### src/rtl/evt_report_tx.sv
module evt_report_tx #(
  parameter int PAYLOAD_W  = 64,
  parameter int REQ_TICKS  = 5000,
  parameter int IDLE_TICKS = 10
) (
  input  logic                 clk,
  input  logic                 rst_n,
  input  logic                 tick,
  input  logic                 evt_valid,
  input  logic                 evt_repeat,
  input  logic                 evt_lowbat,
  input  logic [3:0]           evt_func,
  input  logic [3:0]           evt_block,
  input  logic [3:0]           evt_count,
  input  logic [PAYLOAD_W-1:0] evt_payload,
  input  logic                 host_clk,
  output logic                 data_out,
  output logic                 busy,
  output logic                 done
);
  localparam int REPORT_W = PAYLOAD_W + 16;
  localparam int BIT_W    = $clog2(REPORT_W + 1);
  localparam int REQ_W    = $clog2(REQ_TICKS + 1);
  localparam int IDLE_W   = $clog2(IDLE_TICKS + 1);

  typedef enum logic [1:0] {ST_IDLE, ST_REQ, ST_ACK, ST_SHIFT} st_t;

  st_t                 state;
  logic [REPORT_W-1:0] sr;
  logic [BIT_W-1:0]    nbits;
  logic [REQ_W-1:0]    req_cnt;
  logic [IDLE_W-1:0]   low_cnt;
  logic                s1, s2, s3;
  logic                data_q, done_q;

  wire rise   = s2 & ~s3;
  wire fall   = ~s2 & s3;
  wire in_rep = (state == ST_ACK) || (state == ST_SHIFT);
  wire low_to = in_rep & ~s2 & tick & (low_cnt == IDLE_W'(IDLE_TICKS - 1));
  wire req_to = (state == ST_REQ) & ~rise & tick & (req_cnt == REQ_W'(REQ_TICKS - 1));

  assign data_out = data_q;
  assign busy     = (state != ST_IDLE);
  assign done     = done_q;

  always_ff @(posedge clk or negedge rst_n) begin
    if (!rst_n) begin
      state   <= ST_IDLE;
      sr      <= '0;
      nbits   <= '0;
      req_cnt <= '0;
      low_cnt <= '0;
      s1      <= 1'b0;
      s2      <= 1'b0;
      s3      <= 1'b0;
      data_q  <= 1'b0;
      done_q  <= 1'b0;
    end else begin
      s1     <= host_clk;
      s2     <= s1;
      s3     <= s2;
      done_q <= 1'b0;
      case (state)
        ST_IDLE: begin
          if (evt_valid) begin
            sr      <= {evt_payload, evt_count, evt_block, 1'b1, evt_func,
                        evt_lowbat, evt_repeat, 1'b0};
            nbits   <= '0;
            req_cnt <= '0;
            data_q  <= 1'b1;
            state   <= ST_REQ;
          end
        end
        ST_REQ: begin
          if (rise) begin
            data_q  <= 1'b0;
            low_cnt <= '0;
            state   <= ST_ACK;
          end else if (req_to) begin
            data_q <= 1'b0;
            state  <= ST_IDLE;
          end else if (tick) begin
            req_cnt <= req_cnt + 1'b1;
          end
        end
        default: begin
          if (low_to) begin
            data_q <= 1'b0;
            done_q <= 1'b1;
            state  <= ST_IDLE;
          end else begin
            if (s2)        low_cnt <= '0;
            else if (tick) low_cnt <= low_cnt + 1'b1;
            if (fall) begin
              state <= ST_SHIFT;
              if (nbits < BIT_W'(REPORT_W)) begin
                data_q <= sr[0];
                sr     <= sr >> 1;
                nbits  <= nbits + 1'b1;
              end else begin
                data_q <= 1'b0;
              end
            end
          end
        end
      endcase
    end
  end

  AST_REQ_RAISE: assert property (@(posedge clk) disable iff (!rst_n)
    (!busy && evt_valid) |=> (data_out && busy));
  AST_ACK_DROP: assert property (@(posedge clk) disable iff (!rst_n)
    (state == ST_REQ && rise) |=> (!data_out && state == ST_ACK));
  AST_HOLD_BIT: assert property (@(posedge clk) disable iff (!rst_n)
    (state == ST_SHIFT && !fall && !low_to) |=> $stable(data_out));
  AST_DONE_PULSE: assert property (@(posedge clk) disable iff (!rst_n)
    done |-> (!busy && !data_out));
  AST_DONE_SINGLE: assert property (@(posedge clk) disable iff (!rst_n)
    done |=> !done);
  AST_BIT_LIMIT: assert property (@(posedge clk) disable iff (!rst_n)
    nbits <= BIT_W'(REPORT_W));
  AST_REQ_EXPIRE: assert property (@(posedge clk) disable iff (!rst_n)
    req_to |=> (!busy && !done && !data_out));
  AST_IGNORE_BUSY: assert property (@(posedge clk) disable iff (!rst_n)
    (busy && evt_valid && !fall) |=> $stable(sr));
  AST_IDLE_LOW: assert property (@(posedge clk) disable iff (!rst_n)
    !busy |-> !data_out);
endmodule

### config.mk
export PLATFORM = sky130hd
export DESIGN_NAME = evt_report_tx
export DESIGN_NICKNAME = d
export VERILOG_FILES = /design/src/rtl/evt_report_tx.sv
export SDC_FILE = /design/constraint.sdc
export NUM_CORES = 1
export LEC_CHECK = 0
export ABC_AREA = 1
export BUFFER_PORTS_ARGS = -buffer_cell sky130_fd_sc_hd__buf_2
export CORE_MARGIN = 3
export CORE_UTILIZATION = 50
export CTS_CLUSTER_DIAMETER = 120
export CTS_CLUSTER_SIZE = 40
export DETAILED_ROUTE_END_ITERATION = 10
export HOLD_SLACK_MARGIN = 0.15
export MAX_ROUTING_LAYER = met4
export PLACE_DENSITY_LB_ADDON = 0.25
export SYNTH_ARGS = -nofsm -noshare
export SYNTH_HDL_FRONTEND = slang
export SYNTH_SLANG_ARGS = --single-unit
### constraint.sdc
create_clock -name clk -period 1.43 [get_ports clk]
set_input_delay 0.143 -clock clk [delete_from_list [all_inputs] [get_ports clk]]
set_output_delay 0.143 -clock clk [all_outputs]
set_load 0.1 [all_outputs]
-- Word level (Yosys, flattened, before mapping)
Cells that the tools add are included.
- logic and storage cells: 88
- input bits: 83
- output and inout bits: 3
- flip-flop bits (word level): 111
- reduce and logical (&&, ||, !) cells: 13
- magnitude comparators: 1
- equality and inequality tests: 13
- muxes and demuxes: 35
- bitwise gates (word level): 13
- $add $sub $neg: 3
- operators by type and width (kind ; count):
    2-to-1 mux 80 bit ; 4
    case mux 80 bit (2 select lines) ; 1
    2-to-1 mux 13 bit ; 4
    2-to-1 mux 7 bit ; 4
    case mux 13 bit (2 select lines) ; 1
    2-to-1 mux 4 bit ; 4
    case mux 7 bit (2 select lines) ; 1
    adder 13 x 1 -> 13 bit (second input constant) ; 1
    equality test 13 bit (second input constant) ; 1
    2-to-1 mux 2 bit ; 5
    != test 2 bit (second input constant) ; 5
    AND reduction 5 bit ; 2
    AND 1 bit ; 8
    2-to-1 mux 1 bit ; 8
    case mux 4 bit (2 select lines) ; 1
    nonzero test 2 bit ; 4
    adder 7 x 1 -> 7 bit (second input constant) ; 1
    < comparator 7 bit (second input constant) ; 1
    inverter 1 bit ; 5
    adder 4 x 1 -> 4 bit (second input constant) ; 1
    equality test 2 bit (second input constant) ; 2
    equality test 4 bit (second input constant) ; 1
    != test 2 x 1 -> 1 bit (second input constant) ; 2
    case mux 2 bit (2 select lines) ; 1
    other kinds (10) ; 10

-- Logic depth before layout (Yosys ltp)
Gate-level depths: netlist (run 1).
- depth in word-level cells: 9
- depth in mapped cells: 11
- gate-level depth less buffers: 10

-- Worst setup path before layout (run 1)
OpenSTA, ideal clock, no wires.
- kind: register -> register
- start point: register state[1]
- end point: register sr[8]
- data arrival time: 1.623 ns
- library setup time: 0.123 ns
- cell stages (with the launch flop): 10
- setup slack: -0.316 ns
- buffers on the path: 2
- data required time: 1.307 ns
- period minus slack after synthesis: 1.746 ns
- cells stage by stage: dfrtp_1 nor2_2 inv_2 nor2_1 inv_1 nand2_2 buf_6 buf_6 o211ai_2 nand2_1
- word-level cells in the longest chain between the ends: 7
- elaborated cells between the ends (all ways): 15
- classes of those cells: 5 x eq/ne; 1 x mux; 4 x bitwise; 5 x reduce/logical
- RTL lines (element ; RTL line ; text):
    from (decl) ; 28 ; st_t state;
    from (signal assigned) ; 48 ; state <= ST_IDLE;
    from (signal assigned) ; 71 ; state <= ST_REQ;
    from (signal assigned) ; 78 ; state <= ST_ACK;
    equality test 2 bit ; 38 ; wire in_rep = (state == ST_ACK) || (state == ST_SHIFT);
    logical OR 1 bit ; 38 ;
    AND 1 bit (3 in a row) ; 39 ; wire low_to = in_rep & ~s2 & tick & (low_cnt == IDLE_W'(IDLE_TICKS - 1));
    != test 2 x 1 -> 1 bit (no line) ; n/a ;
    AND reduction 5 bit (no line) ; n/a ;
    to (signal assigned) ; 66 ; sr <= {evt_payload, evt_count, evt_block, 1'b1, evt_func,
    to (signal assigned) ; 98 ; sr <= sr >> 1;
    to (decl) ; 29 ; logic [REPORT_W-1:0] sr;
Parallel ways exist; a longest one is shown, timed or not.
A chain may end at the register's enable or synchronous reset.

-- Worst setup path in the final report (run 1)
- start point: register s2
- end point: register sr[30]
- word-level cells in the longest chain between the ends: 6
- elaborated cells between the ends (all ways): 8
- classes of those cells: 1 x eq/ne; 5 x bitwise; 2 x reduce/logical
- RTL lines (element ; RTL line ; text):
    from (decl) ; 33 ; logic s1, s2, s3;
    from (signal assigned) ; 54 ; s2 <= 1'b0;
    from (signal assigned) ; 60 ; s2 <= s1;
    inverter 1 bit * ; 37, 39 ;
    AND 1 bit (3 in a row) ; 39 ;
    != test 2 x 1 -> 1 bit (no line) ; n/a ;
    AND reduction 5 bit (no line) * ; n/a ;
Every way passes the cells marked *; elsewhere a longest branch is shown, timed or not.

==> flow_summary.toml, run 1 <==
[final_layout]
fin_util = 0.710
fin_nets = 1002
drive_gt1_frac = 0.249
fill_cells = 864
seq_area_um2 = 2780
fin_cells = 1060
synthToLayoutAreaGrowth_pct = 34.9
antenna_cells = 0
multiInputGateArea_um2 = 2500

[setup_path]
worstSetupPathType = "reg2reg"
worst-path-max-fanout = 39
reg2reg_depth = 7
cp-start-kind = "register"
r2r-start = "s2"
r2r_setup_slack_ps = -90
crit_required_ps = 1710
arrival_ps = 1810
cp-end-kind = "register"
reg2reg_to = "sr[30]"

[clock_network]
root_buffer = "clkbuf_16"
clk_path_buf_depth = 2
clock_sinks = 111
h-tree-depth = 3
clock_latency_ps = 350
cts_tree = "built"
clk_pin_slew_ps = 70
cts_buffers = 9

[synthesis]
synth_nets = 830
avgSynthCellArea_um2 = 7.88
synth-seq-area-share = 0.474
synth_cell_types = 28
yosysWarnings = 0
netlist_instances = 743
ys_ff_latch = 111
synth.cell_area_um2 = 5850

[sta]
rsz0062_at_grt = "yes"
worstMarginPinSlew_ps = 486
setup_ws_ps = -93.5
fin_crit_ps = 1520
max_freq_mhz = 656
setup_viol = 85
fin_skew_ps = 8.26
maxSlewHeadroom = 0.678
fin_crit_sh = 1.07
maxSlewViolCount = 0
hold_viol_final = 0

[route]
via_per_inst = 4.96
wl_met1_um = 5780
drtIter0Drc = 341
wl_met2_um = 6520
wirelength_um = 13000
drc_errors = 0
wire_per_inst_um = 12.3
dr.pass1.iters = 4
highest_layer = "met4"
met3WireLength_um = 477
ant_nets = 0
routed-via-count = 5253

[power]
pwr-share-comb = 0.283
p_sw_frac = 0.302
p_leak_nw = 3.67
p_clk_frac = 0.289
p_int_mw = 7.07
peakVddDrop_uv = 702
seq_power_share = 0.428
power_mw = 10.1
p_sw_mw = 3.06
power_density_nw_per_um2 = 1280

[grt]
grt_pass1_wl_um = 22300
grt_pass1_vias = 5194
antenna_found_initial = 0
grt_usage = 0.215
grt_overflow = 0
grt_max_degree = 54

[die]
die_area_um2 = 13000
initial_utilization = 0.526
rows = 38
io_pins = 86
die_w_um = 114
coreArea_um2 = 11100
die_h_um = 114

[worst_hold_path]
holdPathStages = 5
hold_path_class = "in2reg"
hold_path_startpoint = "evt_lowbat"
hold_path_end = "sr[2]"

[outcome]
violations = "negative setup slack"
outcome = "complete, but fails checks"

[place]
dp_hpwl_um = 8400
place_congestion = 0.845
portBuffers = 85
place_inst = 967

[job]
cap_viol_max_count = 0
==> worst max path at each step <==
stage                     from  slack, ps    endpoint  cells after the start
floorplan             state[1]        -50    nbits[3]                      8
finish                      s2        -90      sr[30]                      7
global route        low_cnt[1]       -190      sr[71]                      9
global placement      state[0]         -4  req_cnt[3]                      9
detailed placement    state[1]        -60      sr[69]                      7
CTS                         s2        -70      sr[69]                      6
==> flip-flops by register name, summed over array words and instances, names as in the netlist <==
| name | flops |
|---|---|
| data_out | 1 |
| done | 1 |
| low_cnt | 4 |
| nbits | 7 |
| req_cnt | 13 |
| s1 | 1 |
| s2 | 1 |
| s3 | 1 |
| sr | 80 |
| state | 2 |
==> timing repair <==
action / CTS / global route
gates resized for setup: 19 / 24
endpoints found under the setup margin: 94 / 107
pin swaps: 1 / 0
hold buffers: 72 / 0
buffers inserted: 3 / 1
endpoints found under the hold margin: 182 / 0
gates cloned: 1 / 0
==> kinds of logic (layout without fill, tap and decap cells) <==
group / count (synthesis) / in the layout / share of synthesized area
fa+ha+maj: 4 / 4 / 0.00855
flops: 111 / 111 / 0.474
xor+xnor: 3 / 3 / 0.00449
simple gates: 297 / 297 / 0.206
buf+inv: 144 / 321 / 0.114
compound gates: 184 / 184 / 0.193
==> layout by cell type (no fill, tap or decap), drive strengths merged <==
cell type    Yosys  routed
o21a             2       2
or2              4       4
xor2             2       2
nor3             2       2
nand2          219     219
nor2            36      36
clkinvlp         0       1
xnor2            1       1
bufinv           0       3
buf             26     126
o21ai          173     173
nand3b           1       1
nand4            5       5
clkbuf          11      10
dlygate4sd3      0      72
a21oi            5       5
dfrtp          111     111
o22ai            1       1
a21o             2       2
o211ai           1       1
ha               4       4
inv            107     109
nand3           30      30
==> metrics by stage <==
stage,setup TNS [ps],instance area (um2),setup slack [ps],hold WS (ps)
6_report,-5270,7900,-93.5,151
5_1_grt,-13300,7900,-186,184
4_1_cts,-3410,7840,-69.0,150
3_5_place_dp,-1820,6650,-58.4,60.6
3_3_place_gp,-4.17,6650,-4.14,49.8
2_1_floorplan,-3510,5930,-48.3,-153
==> critical path, stage by stage (launching register included) <==
cell	delay, ps
dfrtp_1	400
or2_4	270
nor2_2	120
nand3_4	110
nand2_8	150
buf_12	220
nand2_1	100
o21ai_2	60
==> layer usage <==
layer | vias up | GRT usage
li1 | 2695 | -
met1 | 2453 | 0.259
met2 | 87 | 0.365
met3 | 18 | 0.0312
met4 | 0 | 0.0823
met5 | - | -
==> power groups by stage <==
stage	Sequential [mW]	Combinational [mW]	Clock (mW)
floorplan	4.40	2.00	0
global placement	4.36	2.52	0
detailed placement	4.39	2.65	0
CTS	4.34	2.85	2.98
global route	4.42	3.27	3.09
finish	4.34	2.86	2.92
==> cell type report <==
class	count	share of cell area
Tap cell	140	0.0222
Clock buffer	10	0.0303
Clock inverter	6	0.0146
Multi-Input combinational cell	488	0.317
Sequential cell	111	0.352
Inverter	107	0.0524
Timing Repair Buffer	198	0.212
==> Yosys cell counts <==
| library cell | count | share of area |
|---|---|---|
| ha_1 | 4 | 0.0085 |
| or2_1 | 1 | 0.0011 |
| nand3_1 | 28 | 0.024 |
| inv_2 | 3 | 0.0019 |
| buf_2 | 11 | 0.0094 |
| dfrtp_1 | 111 | 0.47 |
| nand2_2 | 3 | 0.0032 |
| nand3b_1 | 1 | 0.0013 |
| xor2_1 | 2 | 0.0030 |
| o21a_1 | 2 | 0.0026 |
| a21o_1 | 2 | 0.0026 |
| nor2_1 | 33 | 0.021 |
| inv_1 | 104 | 0.067 |
| nor3_1 | 2 | 0.0017 |
| clkbuf_1 | 11 | 0.0071 |
| o21ai_1 | 28 | 0.024 |
| o22ai_1 | 1 | 0.0011 |
| nand3_2 | 2 | 0.0034 |
| xnor2_1 | 1 | 0.0015 |
| o21ai_0 | 95 | 0.081 |
| buf_6 | 15 | 0.029 |
| nand4_1 | 5 | 0.0053 |
| nor2_2 | 3 | 0.0032 |
| nand2_1 | 216 | 0.14 |
| a21oi_1 | 5 | 0.0043 |
| o21ai_2 | 50 | 0.075 |
| o211ai_2 | 1 | 0.0021 |
| or2_2 | 3 | 0.0032 |
Note: power is estimated with default switching activity, not from simulation.
==> run 2: changes to the inputs <==
Settings changed: CORE_MARGIN 3 to 10, PLACE_DENSITY set to 0.74, PLACE_DENSITY_LB_ADDON 0.25 to not set, TNS_END_PERCENT set to 50.
==> run 2 against run 1 <==
The flow still finishes with violations (negative setup slack). Clock power fell by 13%. Register-to-register slack got worse by 30 ps. Total power fell by 1.2%. Combinational power rose by 8.0%. Flip-flop and latch count did not move. Clock skew rose by 1.9 ps. Sequential power barely moved. Final cell count rose by 2.4%. Design area rose by 4.2%. Via count rose by 3.0%. Critical path type is now reg2out. Largest power group unchanged.
==> flow_summary.toml, run 2 (same netlist as run 1, synthesis figures left out) <==
[sta]
fin_crit_sh = 1.09
tns_ps = -7110
holdWs_ps = 155
worstMarginPinSlew_ps = 497
hold_viol_final = 0
fin_crit_ps = 1560
fin_skew_ps = 10.1
setup_ws_ps = -129
maxSlewViolCount = 0
max_freq_mhz = 642
maxSlewHeadroom = 0.671
rsz0062_at_grt = "yes"
setup_viol = 99

[grt]
grt_max_degree = 83
grt_usage = 0.180
grt_pass1_vias = 5325
grt_pass1_wl_um = 24100
antenna_found_initial = 0
grt_overflow = 0

[job]
cap_viol_max_count = 0

[die]
die_area_um2 = 16400
die_w_um = 128
rows = 39
die_h_um = 128
io_pins = 86
initial_utilization = 0.513
coreArea_um2 = 11400

[route]
drc_errors = 0
wirelength_um = 15500
routed-via-count = 5408
ant_nets = 0
wire_per_inst_um = 14.3
via_per_inst = 4.98
dr.pass1.iters = 5
drtIter0Drc = 290

[setup_path]
endpoint = "busy"
setup.worst_path.start = "state[1]"
worst-path-max-fanout = 6
crit_required_ps = 1290
cp-end-kind = "output port"
reg2reg_depth = 8
arrival_ps = 1420
cp-start-kind = "register"
reg2reg_to = "sr[11]"
r2r-start = "state[1]"
worstSetupPathType = "reg2out"
r2r_setup_slack_ps = -120

[power]
p_clk_frac = 0.255
power_density_nw_per_um2 = 1210
peakVddDrop_uv = 728
p_sw_mw = 3.17
pwr-share-comb = 0.309
p_leak_nw = 3.82
power_mw = 10.0
p_int_mw = 6.82
p_sw_frac = 0.317
seq_power_share = 0.435

[final_layout]
fin_nets = 1023
largest_reg_flops = 80
layout_common_cells = "200 x nand2_1, 110 x dfrtp_1, 102 x inv_1, 83 x buf_2, 82 x o21ai_0"
drive_gt1_frac = 0.281
fin_cells = 1085
synthToLayoutAreaGrowth_pct = 40.6
top_regs = "sr x80, req_cnt x13, nbits x7"
final_common_cell = "nand2_1"
fin_util = 0.721
top_register = "sr"
final_area_um2 = 8230

[clock_network]
h-tree-depth = 3
root_buffer = "clkbuf_16"
clock_sinks = 111
clk_pin_slew_ps = 70
cts_tree = "built"
cts_buffers = 9
clock_latency_ps = 350
clk_path_buf_depth = 2

[place]
dp_hpwl_um = 9240
portBuffers = 85
place_area_um2 = 6730
place_inst = 981
place_congestion = 0.854
place_ws_ps = -75.0

[worst_hold_path]
holdPathStages = 5
hold_path_class = "in2reg"

[outcome]
violations = "negative setup slack"
outcome = "complete, but fails checks"
-- run 2: cell types whose count changed in the layout (fill, tap and decap cells not counted), moves of 3 or more --
cell	change
o21ai_0	-3
buf_4	+11
nand2_1	-9
clkbuf_16	+7
nand2_2	+3
nand2_4	+8
-- run 2: power by group through the flow --
stage	logic (mW)	clock network [mW]	registers, mW
2_1_floorplan	2.00	0	4.40
3_3_place_gp	2.54	0	4.36
3_5_place_dp	2.68	0	4.39
4_1_cts	2.88	2.59	4.33
5_1_grt	3.49	2.71	4.44
6_report	3.09	2.55	4.35
-- run 2: routing by layer --
| metal | up-vias | track usage | wire length [um] |
|---|---|---|---|
| met5 | - | - | 0 |
| met3 | 21 | 0.0310 | 597 |
| li1 | 2735 | - | - |
| met1 | 2536 | 0.212 | 6590 |
| met4 | 0 | 0.0715 | 286 |
| met2 | 116 | 0.298 | 8010 |
-- run 2: worst min-delay path by stage --
stage                     endpoint  slack (ps)       startpoint
final                       sr[11]         150     evt_block[3]
after global routing        sr[33]         200  evt_payload[17]
after CTS                   sr[11]         150     evt_block[3]
after detailed placement    sr[48]         210            rst_n
after global placement      sr[48]         200            rst_n
after floorplan           data_out        -150            rst_n
-- run 2: worst max-delay path, stage by stage (launching register included) --
cell	delay [ps]
dfrtp_2	460
nor2_4	160
buf_12	120
inv_8	30
buf_8	120
buf_12	160
-- run 2: what timing repair did --
action / in CTS / in global routing
gates resized for setup: 23 / 50
cloned: 1 / 9
setup endpoints to repair: 95 / 105
setup buffers: 2 / 4
hold buffers: 72 / 0
hold endpoints to repair: 182 / 0
pin swaps: 4 / 3
-- run 2: cell type report --
type / count / area, um2
inverter: 107 / 414
sequential: 111 / 2780
timing repair buffer: 217 / 1940
clock inverter: 4 / 55.1
tap: 143 / 179
multi-input combinational: 490 / 2620
clock buffer: 12 / 246
antenna: 1 / 2.50
fill: 757 / 3190
==> run 3: changes to the inputs <==
Settings changed: SKIP_CTS_REPAIR_TIMING set to 1.
==> run 3 against run 2 <==
The flow still finishes with violations (negative setup slack). Total power down 2.4%. Clock-buffer cell count unchanged. Worst setup slack better by 34 ps. Sequential share of layout area up 3.3 points. Clock skew down 0.89 ps. Critical path type is now reg2reg. Largest power group unchanged.
==> flow_summary.toml, run 3 (same netlist as run 1, synthesis figures left out) <==
[sta]
setup_ws_ps = -94.9
hold_viol_final = 0
maxSlewViolCount = 0
max_freq_mhz = 656
setup_viol = 82
maxSlewHeadroom = 0.672
rsz0062_at_grt = "yes"
fin_crit_sh = 1.07
fin_crit_ps = 1520
worstMarginPinSlew_ps = 496
fin_skew_ps = 9.23
tns_ps = -2890

[route]
ant_nets = 0
drtIter0Drc = 213
drc_errors = 0
routed-via-count = 5065
dr.pass1.iters = 4
wire_per_inst_um = 13.4
via_per_inst = 4.97
wirelength_um = 13700

[place]
place_ws_ps = -75.0
portBuffers = 85
place_area_um2 = 6730
place_inst = 981
place_congestion = 0.854
dp_hpwl_um = 9240

[clock_network]
clk_pin_slew_ps = 80
cts_tree = "built"
root_buffer = "clkbuf_16"
clk_path_buf_depth = 2
h-tree-depth = 3
clock_latency_ps = 350
cts_buffers = 9
clock_sinks = 111

[grt]
grt_pass1_wl_um = 21400
grt_max_degree = 83
grt_overflow = 0
grt_pass1_vias = 4866
grt_usage = 0.160
antenna_found_initial = 0

[setup_path]
reg2reg_depth = 7
worst-path-max-fanout = 8
setup.worst_path.start = "s2"
worstSetupPathType = "reg2reg"
r2r-start = "s2"
r2r_setup_slack_ps = -90
crit_required_ps = 1670
arrival_ps = 1770
reg2reg_to = "nbits[3]"
cp-end-kind = "register"
cp-start-kind = "register"

[final_layout]
top_regs = "sr x80, req_cnt x13, nbits x7"
layout_common_cells = "199 x nand2_1, 109 x dfrtp_1, 100 x inv_1, 84 x o21ai_0, 83 x buf_2"
top_register = "sr"
largest_reg_flops = 80
fill_cells = 902
drive_gt1_frac = 0.296
final_common_cell = "nand2_1"
final_area_um2 = 7500
synthToLayoutAreaGrowth_pct = 28.2
fin_util = 0.657
fin_cells = 1020
fin_nets = 959
antenna_cells = 0

[outcome]
violations = "negative setup slack"
outcome = "complete, but fails checks"

[die]
coreArea_um2 = 11400
io_pins = 86
rows = 39
die_area_um2 = 16400
initial_utilization = 0.513
die_h_um = 128
die_w_um = 128

[job]
cap_viol_max_count = 0

[worst_hold_path]
hold_path_startpoint = "evt_payload[1]"
hold_path_class = "in2reg"
holdPathStages = 5
hold_path_end = "sr[17]"

[power]
power_density_nw_per_um2 = 1300
peakVddDrop_uv = 710
p_leak_nw = 3.50
## run 3: cell types whose count changed in the layout (fill, tap and decap cells not counted), sizes merged
| cell | previous run | this run |
|---|---|---|
| buf | 138 | 135 |
| diode | 1 | 0 |
| clkbuf | 19 | 14 |
| dlygate4sd3 | 72 | 17 |
| nand2 | 221 | 220 |
## run 3: layout make-up
| cell class | count | area, um2 | area share |
|---|---|---|---|
| multi-input combinational | 489 | 2610 | 0.348 |
| sequential | 111 | 2780 | 0.370 |
| tap | 143 | 179 | 0.0238 |
| clock buffer | 12 | 246 | 0.0328 |
| inverter | 107 | 414 | 0.0552 |
| timing repair buffer | 154 | 1220 | 0.163 |
| clock inverter | 4 | 55.1 | 0.00734 |
## run 3: worst max-delay path by stage
stage / end / slack, ps / cells after the start
floorplan: nbits[3] / -50 / 8
global placement: sr[13] / -40 / 7
detailed placement: req_cnt[11] / -70 / 8
CTS: busy / -240 / 4
global route: nbits[3] / -170 / 8
finish: nbits[3] / -90 / 7
## run 3: where the power goes
part / internal (mW) / switching, mW
sequential: 4.02 / 0.316
combinational: 1.24 / 1.64
clock: 1.42 / 1.13
## run 3: metrics by stage
stage | total power [mW] | hold WS (ps)
floorplan | 6.40 | -153
global placement | 6.90 | 201
detailed placement | 7.07 | 207
CTS | 9.63 | -160
global route | 10.4 | 143
finish | 9.76 | 115
## run 3: per-layer routing
metal	part of all wire	global-route usage	routed length, um	up-vias
li1	-	-	-	2604
met1	0.44	0.186	6010	2350
met2	0.50	0.267	6880	94
met3	0.043	0.0314	584	17
met4	0.015	0.0576	206	0
met5	0	-	0	-
## run 3: critical path, stage by stage, from the launching register on
cell and delay, ps:
dfrtp_1 390, or2_4 280, nor2_4 100, nand3_4 130, nand2_8 170, buf_4 150
inv_4 40, o21a_1 150
